===== config.mk =====
export PLATFORM = sky130hd
export DESIGN_NAME = hsb_master
export DESIGN_NICKNAME = d
export VERILOG_FILES = /design/src/rtl/hsb_pkg.sv /design/src/rtl/hsb_sync.sv /design/src/rtl/hsb_lanes.sv /design/src/rtl/hsb_fsm.sv /design/src/rtl/hsb_master.sv
export SDC_FILE = /design/constraint.sdc
export NUM_CORES = 1
export LEC_CHECK = 0
export BUFFER_PORTS_ARGS = -buffer_cell sky130_fd_sc_hd__clkbuf_2
export CORE_MARGIN = 2
export CORE_UTILIZATION = 31
export DETAILED_ROUTE_END_ITERATION = 10
export PLACE_DENSITY_LB_ADDON = 0.12
export SYNTH_ARGS = -nofsm -noshare
export SYNTH_HDL_FRONTEND = slang
export SYNTH_SLANG_ARGS = --single-unit

===== constraint.sdc =====
create_clock -name clk -period 3.9 [get_ports clk]
set_clock_uncertainty 0.15 [all_clocks]
set_input_delay 0.585 -clock clk [delete_from_list [all_inputs] [get_ports clk]]
set_output_delay 0.585 -clock clk [all_outputs]
set_load 0.02 [all_outputs]

===== src/rtl/hsb_pkg.sv =====
package hsb_pkg;
    typedef enum logic [2:0] {
        ST_IDLE,
        ST_ADDR,
        ST_STRB,
        ST_WAIT,
        ST_CAPT,
        ST_TERM
    } bus_state_e;

    localparam logic [1:0] SIZ_BYTE = 2'b01;
    localparam logic [1:0] SIZ_HALF = 2'b10;
    localparam logic [1:0] SIZ_WORD = 2'b00;

    localparam logic [1:0] ACK_WAIT = 2'b00;
endpackage


===== src/rtl/hsb_sync.sv =====
module hsb_sync #(
    parameter int W      = 4,
    parameter int STAGES = 2
) (
    input  logic         clk,
    input  logic         rst_n,
    input  logic [W-1:0] d_i,
    output logic [W-1:0] q_o
);
    logic [W-1:0] stage_q [STAGES];

    generate
        for (genvar g = 0; g < STAGES; g++) begin : g_stage
            always_ff @(posedge clk or negedge rst_n) begin
                if (!rst_n)      stage_q[g] <= '0;
                else if (g == 0) stage_q[g] <= d_i;
                else             stage_q[g] <= stage_q[(g == 0) ? 0 : g-1];
            end
        end
    endgenerate

    assign q_o = stage_q[STAGES-1];
endmodule


===== src/rtl/hsb_lanes.sv =====
module hsb_lanes
    import hsb_pkg::*;
(
    input  logic [1:0] siz_i,
    input  logic       a0_i,
    input  logic       ds_i,
    output logic [1:0] lane_o
);
    always_comb begin
        lane_o = 2'b00;
        if (ds_i) begin
            if (siz_i == SIZ_BYTE) lane_o = a0_i ? 2'b01 : 2'b10;
            else                   lane_o = 2'b11;
        end
    end
endmodule


===== src/rtl/hsb_fsm.sv =====
module hsb_fsm
    import hsb_pkg::*;
#(
    parameter int AW        = 24,
    parameter int DW        = 32,
    parameter int MAX_TRIES = 3
) (
    input  logic          clk,
    input  logic          rst_n,
    input  logic          req_valid,
    input  logic          req_write,
    input  logic [AW-1:0] req_addr,
    input  logic [1:0]    req_size,
    input  logic [DW-1:0] req_wdata,
    output logic          req_ready,
    output logic          rsp_valid,
    output logic [DW-1:0] rsp_rdata,
    output logic [1:0]    rsp_port,
    output logic          rsp_err,
    input  logic [1:0]    s_ack,
    input  logic          s_berr,
    input  logic          s_halt,
    input  logic [DW-1:0] bus_rdata,
    output logic          bus_as,
    output logic          bus_ds,
    output logic          bus_rw,
    output logic          bus_wde,
    output logic [AW-1:0] bus_addr,
    output logic [1:0]    bus_siz,
    output logic [DW-1:0] bus_wdata
);
    localparam int TW = $clog2(MAX_TRIES + 1);
    localparam logic [TW-1:0] LAST_TRY = TW'(MAX_TRIES - 1);

    typedef struct packed {
        bus_state_e    st;
        logic [AW-1:0] addr;
        logic [1:0]    siz;
        logic          wr;
        logic [DW-1:0] wdata;
        logic [TW-1:0] tries;
        logic          retry;
        logic          err;
        logic [1:0]    port;
        logic [DW-1:0] rdata;
        logic          rsp;
    } ctl_t;

    ctl_t ctl_d, ctl_q;
    logic err_hit, quiet;

    always_comb begin
        ctl_d   = ctl_q;
        ctl_d.rsp = 1'b0;
        err_hit = s_berr && (ctl_q.st == ST_WAIT || ctl_q.st == ST_CAPT);
        quiet   = (s_ack == ACK_WAIT) && !s_berr && !s_halt;
        case (ctl_q.st)
            ST_IDLE: if (req_valid) begin
                ctl_d.addr  = req_addr;
                ctl_d.siz   = req_size;
                ctl_d.wr    = req_write;
                ctl_d.wdata = req_wdata;
                ctl_d.tries = '0;
                ctl_d.retry = 1'b0;
                ctl_d.err   = 1'b0;
                ctl_d.st    = ST_ADDR;
            end
            ST_ADDR: ctl_d.st = ST_STRB;
            ST_STRB: ctl_d.st = ST_WAIT;
            ST_WAIT: if (!err_hit && s_ack != ACK_WAIT) begin
                ctl_d.port = s_ack;
                ctl_d.st   = ST_CAPT;
            end
            ST_CAPT: begin
                if (!ctl_q.wr) ctl_d.rdata = bus_rdata;
                if (!err_hit)  ctl_d.st    = ST_TERM;
            end
            ST_TERM: if (quiet) begin
                if (ctl_q.retry) begin
                    ctl_d.retry = 1'b0;
                    ctl_d.st    = ST_ADDR;
                end else begin
                    ctl_d.rsp = 1'b1;
                    ctl_d.st  = ST_IDLE;
                end
            end
            default: ctl_d.st = ST_IDLE;
        endcase
        if (err_hit) begin
            if (s_halt && ctl_q.tries < LAST_TRY) begin
                ctl_d.retry = 1'b1;
                ctl_d.tries = ctl_q.tries + 1'b1;
            end else begin
                ctl_d.err = 1'b1;
            end
            ctl_d.st = ST_TERM;
        end
    end

    always_ff @(posedge clk or negedge rst_n) begin
        if (!rst_n) begin
            ctl_q    <= '0;
            ctl_q.st <= ST_IDLE;
        end else begin
            ctl_q <= ctl_d;
        end
    end

    assign req_ready = (ctl_q.st == ST_IDLE);
    assign bus_as    = (ctl_q.st == ST_ADDR) || (ctl_q.st == ST_STRB) ||
                       (ctl_q.st == ST_WAIT) || (ctl_q.st == ST_CAPT);
    assign bus_ds    = (ctl_q.st == ST_STRB) || (ctl_q.st == ST_WAIT) ||
                       (ctl_q.st == ST_CAPT);
    assign bus_rw    = !ctl_q.wr;
    assign bus_wde   = ctl_q.wr && bus_as;
    assign bus_addr  = ctl_q.addr;
    assign bus_siz   = ctl_q.siz;
    assign bus_wdata = ctl_q.wdata;
    assign rsp_valid = ctl_q.rsp;
    assign rsp_rdata = ctl_q.rdata;
    assign rsp_port  = ctl_q.port;
    assign rsp_err   = ctl_q.err;
endmodule


===== src/rtl/hsb_master.sv =====
module hsb_master #(
    parameter int AW          = 24,
    parameter int DW          = 32,
    parameter int SYNC_STAGES = 2,
    parameter int MAX_TRIES   = 3
) (
    input  logic          clk,
    input  logic          rst_n,
    input  logic          req_valid,
    output logic          req_ready,
    input  logic          req_write,
    input  logic [AW-1:0] req_addr,
    input  logic [1:0]    req_size,
    input  logic [DW-1:0] req_wdata,
    output logic          rsp_valid,
    output logic [DW-1:0] rsp_rdata,
    output logic [1:0]    rsp_port,
    output logic          rsp_err,
    output logic [AW-1:0] bus_addr,
    output logic [1:0]    bus_siz,
    output logic          bus_rw,
    output logic          bus_as,
    output logic          bus_ds,
    output logic          bus_wde,
    output logic [DW-1:0] bus_wdata,
    output logic [1:0]    bus_lane,
    input  logic [DW-1:0] bus_rdata,
    input  logic [1:0]    bus_ack,
    input  logic          bus_berr,
    input  logic          bus_halt
);
    localparam int IN_W = 4;

    logic [IN_W-1:0] raw_in, sync_in;

    assign raw_in = {bus_ack, bus_berr, bus_halt};

    hsb_sync #(.W(IN_W), .STAGES(SYNC_STAGES)) i_sync (
        .clk   (clk),
        .rst_n (rst_n),
        .d_i   (raw_in),
        .q_o   (sync_in)
    );

    hsb_fsm #(.AW(AW), .DW(DW), .MAX_TRIES(MAX_TRIES)) i_fsm (
        .clk       (clk),
        .rst_n     (rst_n),
        .req_valid (req_valid),
        .req_write (req_write),
        .req_addr  (req_addr),
        .req_size  (req_size),
        .req_wdata (req_wdata),
        .req_ready (req_ready),
        .rsp_valid (rsp_valid),
        .rsp_rdata (rsp_rdata),
        .rsp_port  (rsp_port),
        .rsp_err   (rsp_err),
        .s_ack     (sync_in[3:2]),
        .s_berr    (sync_in[1]),
        .s_halt    (sync_in[0]),
        .bus_rdata (bus_rdata),
        .bus_as    (bus_as),
        .bus_ds    (bus_ds),
        .bus_rw    (bus_rw),
        .bus_wde   (bus_wde),
        .bus_addr  (bus_addr),
        .bus_siz   (bus_siz),
        .bus_wdata (bus_wdata)
    );

    hsb_lanes i_lanes (
        .siz_i  (bus_siz),
        .a0_i   (bus_addr[0]),
        .ds_i   (bus_ds),
        .lane_o (bus_lane)
    );
endmodule


==> out/results.tsv, run 1 <==
stage	metric	value	unit
synth	syn_nets	452	
synth	synthTopCellsByArea	dfrtp_1 (54%), mux2_4 (17%), buf_4 (14%)	
layout	nets	557	
sta	fin_tns_setup	0	ns
layout	syn_to_final_growth	15.97	%
synth	synth_area_leader_cell	dfrtp_1	
floorplan	dieArea	17360	sq um
clock_network	cts-root-buf	clkbuf_16	
detailed_routing	first_pass_iters	5	
critical_path	r2r_setup_slack	1.63	ns
detailed_routing	wl_per_cell	13.94	um
layout	final_cell_mix	clkbuf_2 (197), dfrtp_1 (109), mux2_4 (56)	
sta	finalHoldViolCount	0	
placed_design	dp_hpwl	6851	um
global_routing	gr-total-overflow	0	
clock_network	clk_pin_slew	0.07	ns
clock_network	postCtsSetupRepairBufs	0	
synth	postSynthAreaPerCell	14.29	sq um
floorplan	fp.dieH	131.8	um
pwr	p_seq_share	37.6	%
critical_path	rr_startpoint	i_fsm.ctl_q[99]	
placed_design	dp_cells	664	
sta	setup_violations	0	
outcome	status	finished, final reports clean	
synth	synth.cell_area	5060	sq um
clock_network	clkLatencyLatePin	0.34	ns
detailed_routing	top_layer	met4	
sta	rsz0062_at_grt	no	
pwr	leakage	3.107	nW
pwr	ir_worst_vdd	0.3748	mV
global_routing	grt_max_degree	62	
floorplan	ios	199	
critical_path	cp-start-kind	flip-flop	
detailed_routing	drt-vias-per-instance	4.144	
sta	fmax	386.9	MHz
critical_path	critPathMaxStageDelay	0.52	ns
pwr	combPwrFrac	43.9	%
synth	ys_ff_latch	109	
pwr	p_switching	0.001935	W
critical_path	r2r_end	i_fsm.bus_addr[1]	
clock_network	cts_resized	0	
critical_path	crit_type	reg2out	
synth	synth-seq-area-share	53.91	%
synth	synth_edf_count	0	
sta	min_period_over_period	66.28	%
clock_network	cts.htree.levels	3	
pwr	p_clk_share	18.5	%
synth	yosysWarnings	0	
sta	slew_headroom	24.35	%
detailed_routing	vias	2818	
hold_path	hold_path.class	in2async	
critical_path	worst_ep_arrival_time	1.85	ns
clock_network	cts_tree	done	
synth	synthFlopType	dfrtp_1	
floorplan	die_w	131.8	um
clock_network	numCtsBuffers	9	
detailed_routing	drc	0	
layout	antenna_cells	0	
critical_path	critPathMaxFanout	10	
floorplan	rows	46	
critical_path	worst_path_max_delay_cell	or3b_2	
global_routing	grt_pass1_wl	15930	um
global_routing	antenna_found_initial	0	
critical_path	cp-end-kind	output pin	
placed_design	gp_congestion	0.7511	
sta	finalCriticalPeriod	2.585	ns
critical_path	critPathRequiredTime	3.16	ns
synth	synthCells	354	
sta	tightest_slew	1.135	ns
detailed_routing	wl	9478	um
detailed_routing	wl_met3	1016	um
pwr	p_per_area	888.2	nW/um^2
layout	drive_above_1_share	66.38	%
global_routing	grt_usage	11.57	%
critical_path	path_cells	or3b_2, nand2b_1, o31a_1, clkbuf_2	
clock_network	cts_sinks	109	
placed_design	port-buffer-count	198	
floorplan	initial_core_util	31.74	%
pwr	power.share.switching	37.13	%
synth	async_flop_share	100.0	%
clock_network	cts_hold_buffers	0	
detailed_routing	ant_nets	0	
synth	synth.distinct_cells	33	
pwr	internal_power	0.003277	W
layout	regArea	2728	sq um
clock_network	cts_buffer_depth	2	
global_routing	first_global_vias	3029	
layout	multi_input_area	1509	sq um
floorplan	core_area	15940	sq um
layout	final_common_cell	clkbuf_2	
layout	final_cell_count_no_fill	680	
synth	yosysTopAreaCellShare	53.91	%
detailed_routing	wl_met2	3756	um
sta	drv_slew	0	
critical_path	reg2regPathDepth	2	
detailed_routing	wl_met1	4527	um
run	cap_violations	0	
layout	num-fill-cells	1551	
detailed_routing	drt_first_iter_violations	86	
==> worst max-delay path, delay by kind of cell, from the launching register on <==
| family | cells | cell delay [ns] |
|---|---|---|
| AOI/OAI and AO/OA | 1 | 0.15 |
| buffers and inverters | 1 | 0.17 |
| and+or+nand+nor | 2 | 0.68 |
| DFF | 1 | 0.50 |
==> flip-flops by register name (all words and copies together) (netlist names) <==
signal,cells
i_fsm.ctl_q,7
i_fsm.rsp_port,2
i_fsm.rsp_valid,1
i_fsm.rsp_rdata,32
i_fsm.bus_addr,24
i_fsm.bus_wdata,32
i_fsm.bus_siz,2
i_sync.stage_q,4
i_sync.q_o,4
i_fsm.rsp_err,1
==> through the flow <==
stage | utilization, % | hold slack [ns] | power (W) | setup WS (ns) | instance area, sq um
after floorplan | - | 0.1394 | 0.004213 | 1.679 | 5060
after global placement | 34.79 | 0.1834 | 0.004282 | 1.481 | 5547
after detailed placement | 34.79 | 0.1864 | 0.004303 | 1.461 | 5547
after CTS | 36.81 | 0.1212 | 0.005306 | 1.267 | 5868
after global routing | 36.81 | 0.1457 | 0.005549 | 1.190 | 5868
final | 36.81 | 0.1023 | 0.005212 | 1.315 | 5868
==> Yosys cell counts (2+ instances only) <==
cell type	n
dfrtp_1	109
buf_4	94
mux2_1	2
a21bo_2	2
nand2b_1	2
nand2_1	3
o21ai_0	4
buf_2	4
nor2b_1	3
buf_6	7
and2_1	2
nand3_1	4
nor3_1	3
o31a_1	2
a21oi_1	2
o31ai_1	2
nor2_1	4
mux2_4	56
inv_1	5
mux2_2	31
==> how the worst max path moves through the flow <==
stage | start | cells past startpoint | slack (ns) | endpoint
after floorplan | i_fsm.ctl_q[99] | 4 | 1.68 | bus_lane[0]
after global placement | req_valid | 3 | 1.48 | i_fsm.bus_addr[18]
after detailed placement | req_valid | 3 | 1.46 | i_fsm.bus_addr[18]
after CTS | i_fsm.ctl_q[100] | 4 | 1.27 | bus_lane[1]
after global routing | i_fsm.ctl_q[100] | 4 | 1.19 | bus_lane[0]
final | i_fsm.ctl_q[100] | 4 | 1.32 | bus_lane[0]
==> cell families after synthesis <==
group,count (synthesis),synth area share (%)
AO/OA/AOI/OAI,16,2.325
XOR/XNOR,1,0.1731
buffers and inverters,111,16.35
flip-flops,109,53.91
multiplexers,90,24.16
AND/OR/NAND/NOR,27,3.091
==> layout make-up <==
type                       count  share of cell area [%]
sequential                   109                   46.48
multi-input combinational    134                   25.71
timing repair buffer         200                   17.40
tap                          216                   4.606
clock buffer                  12                   4.542
clock inverter                 4                  0.9382
inverter                       5                  0.3198
==> power groups by stage <==
stage / sequential [W] / combinational (W) / clock (W)
after CTS: 0.00197 / 0.00233 / 0.00101
after global routing: 0.00204 / 0.00244 / 0.00106
final: 0.00196 / 0.00229 / 0.000964
after global placement: 0.00198 / 0.00230 / 0
after floorplan: 0.00188 / 0.00233 / 0
after detailed placement: 0.00197 / 0.00233 / 0
==> routing by layer <==
metal	vias up	GRT usage, %
met2	164	16.06
met4	0	5.254
li1	1308	-
met3	11	4.960
met1	1335	15.58
met5	-	0
Note: power is estimated with default switching activity, not from simulation.
==> run 2: changes to the inputs <==
==> constraint.sdc (replaced) <==
create_clock -name clk -period 2.4 [get_ports clk]
set_clock_uncertainty 0.15 [all_clocks]
set_input_delay 0.36 -clock clk [delete_from_list [all_inputs] [get_ports clk]]
set_output_delay 0.36 -clock clk [all_outputs]
set_load 0.02 [all_outputs]
==> run 2 against run 1 <==
Net effect:
- register-to-register slack worse by 1.3 ns
- sequential share of layout area is 0.39 points lower
- critical path depth stayed put
- via count is 0.46% higher
- combinational power is 65% higher
- non-clock buffer count is 7 higher
- largest power group unchanged
==> out/results.tsv, run 2 (synthesis results as in run 1) <==
stage	metric	value	unit	change
outcome	status	finished, final reports clean		
layout	antenna_cells	0		unchanged
floorplan	core_area	15940	sq um	unchanged
run	cap_violations	0		unchanged
floorplan	fp.dieH	131.8	um	unchanged
critical_path	worst_path_max_delay_cell	or3b_2		
detailed_routing	wl_met3	968	um	-4.7%
critical_path	path_delay_family	simple AND/OR/NAND/NOR gates		
layout	nets	564		+1.3%
sta	tightest_slew	0.5802	ns	-0.5546 ns
detailed_routing	drt-vias-per-instance	4.121		-0.56%
sta	whs	0.08399	ns	-0.01826 ns
sta	fmax	436.6	MHz	
global_routing	antenna_found_initial	0		unchanged
floorplan	initial_core_util	31.74	%	unchanged
critical_path	cp-start-kind	flip-flop		
floorplan	die_w	131.8	um	unchanged
critical_path	crit_type	reg2out		
global_routing	grt_pass1_wl	15840	um	-0.52%
clock_network	cts_sinks	109		unchanged
floorplan	dieArea	17360	sq um	unchanged
sta	fin_tns_setup	0	ns	unchanged
layout	drive_above_1_share	65.39	%	-0.99 points
global_routing	first_global_vias	2988		-1.4%
detailed_routing	first_pass_iters	4		-1
global_routing	grt_max_degree	110		+77%
critical_path	critPathMaxFanout	9		-1
critical_path	critPathRequiredTime	1.89	ns	-1.27 ns
sta	min_period_over_period	95.43	%	
global_routing	gr-total-overflow	0		unchanged
clock_network	cts_buffer_depth	2		unchanged
critical_path	path_buf_inv	1		unchanged
critical_path	critPathMaxStageDelay	0.56	ns	+0.04 ns
detailed_routing	vias	2831		+0.46%
sta	slew_headroom	61.32	%	+37 points
clock_network	cts.htree.levels	3		unchanged
placed_design	port-buffer-count	198		unchanged
layout	multi_input_area	1516	sq um	+0.50%
detailed_routing	top_layer	met4		
clock_network	clkLatencyLatePin	0.35	ns	about the same
pwr	ir_worst_vdd	0.6413	mV	+71%
detailed_routing	ant_nets	0		unchanged
clock_network	cts-root-buf	clkbuf_16		
sta	finalCriticalPeriod	2.290	ns	
pwr	leakage	3.114	nW	+0.23%
detailed_routing	drc	0		unchanged
hold_path	hold_path.class	in2reg		
layout	final_common_cell	clkbuf_2		
floorplan	ios	199		unchanged
layout	num-fill-cells	1552		+0.064%
layout	regArea	2729	sq um	about the same
layout	syn_to_final_growth	17.01	%	
sta	finalHoldViolCount	0		unchanged
detailed_routing	drt_first_iter_violations	94		+9.3%
pwr	p_per_area	1406	nW/um^2	+58%
clock_network	clk_pin_slew	0.07	ns	about the same
layout	final_cell_mix	clkbuf_2 (197), dfrtp_1 (108), mux2_4 (56)		
floorplan	rows	46		unchanged
placed_design	dp_hpwl	6926	um	+1.1%
critical_path	path_cells	or3b_2, nand2b_4, o31a_1, clkbuf_2		
sta	drv_slew	0		unchanged
critical_path	worst_ep_arrival_time	1.78	ns	-0.07 ns
placed_design	gp_congestion	0.7285		-3.0%
clock_network	numCtsBuffers	9		unchanged
detailed_routing	wl_per_cell	13.95	um	about the same
critical_path	cp-end-kind	output pin		
detailed_routing	wl	9581	um	+1.1%
detailed_routing	wl_met1	4627	um	+2.2%
sta	setup_violations	0		unchanged
clock_network	cts_tree	done		
sta	rsz0062_at_grt	no		
global_routing	grt_usage	11.55	%	-0.012 points
detailed_routing	wl_met2	3840	um	+2.2%
[run 2: final cells by class]
cell class / instances / area share, %
multi-input cells: 134 / 25.61
inverters: 5 / 0.3170
clock buffers: 13 / 4.057
flip-flops and latches: 109 / 46.09
repair buffers: 207 / 18.98
clock inverters: 3 / 0.3804
well taps: 216 / 4.565
[run 2: metrics by stage]
| stage | util [%] | cells | worst slack [ns] | instance area (sq um) | power (W) |
|---|---|---|---|---|---|
| 2_1_floorplan | - | 354 | 0.4040 | 5060 | 0.006846 |
| 3_3_place_gp | 35.12 | 666 | 0.3596 | 5599 | 0.006999 |
| 3_5_place_dp | 35.12 | 666 | 0.3684 | 5599 | 0.007033 |
| 4_1_cts | 37.14 | 687 | 0.07079 | 5921 | 0.008482 |
| 5_1_grt | 37.14 | 687 | 0.0007740 | 5921 | 0.008866 |
| 6_report | 37.14 | 687 | 0.1097 | 5921 | 0.008326 |
[run 2: path summary, 6_finish.rpt]
check                                       start                   to  slack [ns]  cells past startpoint
worst max-delay path              i_fsm.ctl_q[99]          bus_lane[0]        0.11                      4
worst min-delay path                 bus_rdata[6]   i_fsm.rsp_rdata[6]        0.08                      2
worst max register to register    i_fsm.ctl_q[99]  i_fsm.bus_wdata[11]        0.35                      3
worst min register to register  i_sync.stage_q[7]        i_sync.q_o[3]        0.20                      0
max in group asynchronous                   rst_n     i_fsm.ctl_q[100]        1.17                      3
min in group asynchronous                   rst_n  i_fsm.rsp_rdata[21]        0.48                      3
[run 2: where the power goes]
| part | switching [W] | leakage (nW) | internal (W) | total [W] |
|---|---|---|---|---|
| registers | 0.000489 | 1.31 | 0.00269 | 0.00318 |
| logic | 0.00201 | 1.69 | 0.00177 | 0.00378 |
| clock network | 0.000656 | 0.116 | 0.000707 | 0.00136 |
[run 2: timing repair]
action                                  CTS  global route
setup buffers                             0             0
resized for setup                         2             0
endpoints found under the setup margin    2             0
hold buffers                              5             0
hold endpoints to repair                113             0
[run 2: routing by layer]
layer / global-route usage [%] / vias up
met5: 0 / -
met4: 3.804 / 0
met3: 5.729 / 10
met2: 16.08 / 149
met1: 15.61 / 1343
li1: - / 1329
==> run 3: changes to the inputs <==
--- a/config.mk
+++ b/config.mk
@@ -5,7 +5,7 @@
 export SDC_FILE = /design/constraint.sdc
 export NUM_CORES = 1
 export LEC_CHECK = 0
-export BUFFER_PORTS_ARGS = -buffer_cell sky130_fd_sc_hd__clkbuf_2
+export BUFFER_PORTS_ARGS = -buffer_cell sky130_fd_sc_hd__buf_4
 export CORE_MARGIN = 2
 export CORE_UTILIZATION = 31
 export DETAILED_ROUTE_END_ITERATION = 10
==> run 3 against run 2 <==
Net effect:
- fmax increased by 1.6%
- wire length increased by 5.3%
- clock power increased by 6%
- sequential cell count unchanged
- utilization increased by 3.3 points
- sequential power increased by 1%
- sequential share of layout area decreased by 3.7 points
- global-route usage increased by 0.37 points
- critical endpoint is now bus_lane[1]
==> out/results.tsv, run 3 (synthesis results as in run 1) <==
stage	metric	value	unit	change
layout	final_cell_mix	buf_4 (201), dfrtp_1 (106), mux2_4 (56)		
clock_network	cts.htree.levels	3		unchanged
layout	antenna_cells	0		unchanged
critical_path	cp-start-kind	flip-flop		
clock_network	cts_buffer_depth	2		unchanged
placed_design	dp_hpwl	7402	um	+6.9%
global_routing	grt_usage	11.92	%	+0.37 points
clock_network	numCtsBuffers	9		unchanged
critical_path	crit_type	reg2out		
clock_network	postCtsSetupRepairBufs	0		unchanged
floorplan	die_w	131.8	um	unchanged
sta	slew_headroom	65.50	%	+4.2 points
critical_path	worst_ep_arrival_time	1.74	ns	-0.04 ns
clock_network	cts-root-buf	clkbuf_16		
critical_path	critPathMaxStageDelay	0.54	ns	-0.02 ns
global_routing	first_global_vias	3064		+2.5%
pwr	p_clk_share	16.1	%	-0.3 points
hold_path	worstHoldStart	req_addr[5]		
global_routing	grt_pass1_wl	16390	um	+3.4%
pwr	internal_power	0.005723	W	+11%
layout	num-fill-cells	1516		-2.3%
clock_network	clkLatencyLatePin	0.35	ns	about the same
floorplan	rows	46		unchanged
layout	multi_input_area	1516	sq um	unchanged
placed_design	gp_congestion	0.7550		+3.6%
pwr	combPwrFrac	48.1	%	+2.6 points
pwr	leakage	3.269	nW	+5.0%
detailed_routing	ant_nets	0		unchanged
critical_path	critPathRequiredTime	1.89	ns	about the same
pwr	p_switching	0.003244	W	+2.9%
critical_path	worst_path_max_delay_cell	or3b_2		
sta	finalHoldViolCount	0		unchanged
pwr	total_power	0.008968	W	+7.7%
sta	min_period_over_period	93.89	%	-1.5 points
critical_path	path_cells	or3b_2, nand2b_4, o31a_1, buf_4		
layout	nets	566		+0.35%
global_routing	gr-total-overflow	0		unchanged
critical_path	critPathMaxFanout	9		unchanged
sta	fin_tns_setup	0	ns	unchanged
critical_path	cp-end-kind	output pin		
sta	whs	0.07892	ns	-0.005070 ns
placed_design	port-buffer-count	198		unchanged
global_routing	antenna_found_initial	0		unchanged
floorplan	fp.dieH	131.8	um	unchanged
layout	final_common_cell	buf_4		
clock_network	clk_pin_slew	0.08	ns	about the same
detailed_routing	drt_first_iter_violations	76		-19%
detailed_routing	wl_per_cell	14.64	um	+5.0%
critical_path	r2r_setup_slack	0.46	ns	+0.11 ns
detailed_routing	first_pass_iters	4		unchanged
floorplan	initial_core_util	31.74	%	unchanged
sta	rsz0062_at_grt	no		
floorplan	ios	199		unchanged
placed_design	dp_cells	668		+0.30%
sta	fmax	443.8	MHz	+1.6%
clock_network	cts_tree	done		
detailed_routing	drc	0		unchanged
detailed_routing	wl	10090	um	+5.3%
hold_path	hold_path.class	in2reg		
global_routing	grt_max_degree	46		-58%
layout	final_cell_count_no_fill	689		+0.29%
detailed_routing	vias	2825		-0.21%
critical_path	crit_start	i_fsm.ctl_q[99]		
sta	setup_violations	0		unchanged
pwr	ir_worst_vdd	0.5698	mV	-11%
critical_path	rr_startpoint	i_fsm.ctl_q[99]		
floorplan	core_area	15940	sq um	unchanged
floorplan	dieArea	17360	sq um	unchanged
sta	drv_slew	0		unchanged
pwr	p_seq_share	35.9	%	-2.3 points
outcome	status	finished, final reports clean		
sta	finalCriticalPeriod	2.253	ns	-0.03707 ns
pwr	power.share.switching	36.18	%	-1.7 points
layout	drive_above_1_share	66.81	%	+1.4 points
layout	regArea	2731	sq um	about the same
layout	syn_to_final_growth	27.35	%	
pwr	p_per_area	1392	nW/um^2	-1.0%
clock_network	cts_sinks	109		unchanged
sta	tightest_slew	0.5175	ns	-0.06271 ns
run	cap_violations	0		unchanged
detailed_routing	drt-vias-per-instance	4.100		-0.50%
## run 3: cell types whose count changed in the layout (fill, tap and decap cells not counted), moves of 3 or more
cell / before / now
buf_4: 1 / 201
inv_6: 0 / 3
clkbuf_1: 4 / 0
clkbuf_2: 197 / 0
## run 3: power groups by stage
| stage | clock, W | sequential (W) | combinational (W) |
|---|---|---|---|
| 2_1_floorplan | 0 | 0.00305 | 0.00379 |
| 3_3_place_gp | 0 | 0.00322 | 0.00434 |
| 6_report | 0.00144 | 0.00322 | 0.00431 |
| 4_1_cts | 0.00152 | 0.00322 | 0.00437 |
| 5_1_grt | 0.00159 | 0.00335 | 0.00457 |
| 3_5_place_dp | 0 | 0.00322 | 0.00438 |
## run 3: cell type report
cell class              instances  share of cell area (%)
flip-flops and latches        109                   42.39
repair buffers                209                   25.13
multi-input cells             134                   23.53
well taps                     216                   4.194
clock buffers                   9                   3.495
clock inverters                 7                  0.9709
inverters                       5                  0.2913
## run 3: final timing paths
kind | cells past startpoint | to
min reg2reg | 0 | i_sync.q_o[1]
max reg2reg | 3 | i_fsm.ctl_q[37]
max | 4 | bus_lane[1]
min in group asynchronous | 2 | i_fsm.rsp_rdata[28]
max in group asynchronous | 3 | i_fsm.bus_addr[12]
min | 2 | i_fsm.bus_addr[5]
## run 3: metal layers
layer | GRT usage (%) | wire, um | vias to the layer above
li1 | - | - | 1329
met1 | 16.13 | 4635 | 1330
met2 | 16.70 | 4267 | 150
met3 | 4.383 | 928 | 16
met4 | 6.039 | 253 | 0
met5 | 0 | 0 | -
## run 3: through the flow
stage / worst slack (ns) / instance area, sq um / utilization, %
after CTS: 0.02632 / 6432 / 40.35
after global routing: 0.08120 / 6444 / 40.42
after global placement: 0.4628 / 6095 / 38.23
after floorplan: 0.4040 / 5060 / -
after detailed placement: 0.4248 / 6095 / 38.23
final: 0.1467 / 6444 / 40.42
## run 3: what timing repair did
| action | CTS | global route |
|---|---|---|
| resized for setup | 0 | 4 |
| hold buffers | 5 | 0 |
| hold endpoints to repair | 39 | 0 |
| setup endpoints to repair | 0 | 2 |
## run 3: critical path, delay by kind of cell (launching register included)
kind,cells,cell delay [ns]
and+or+nand+nor,2,0.66
DFF,1,0.46
AOI/OAI and AO/OA,1,0.14
buffers and inverters,1,0.14
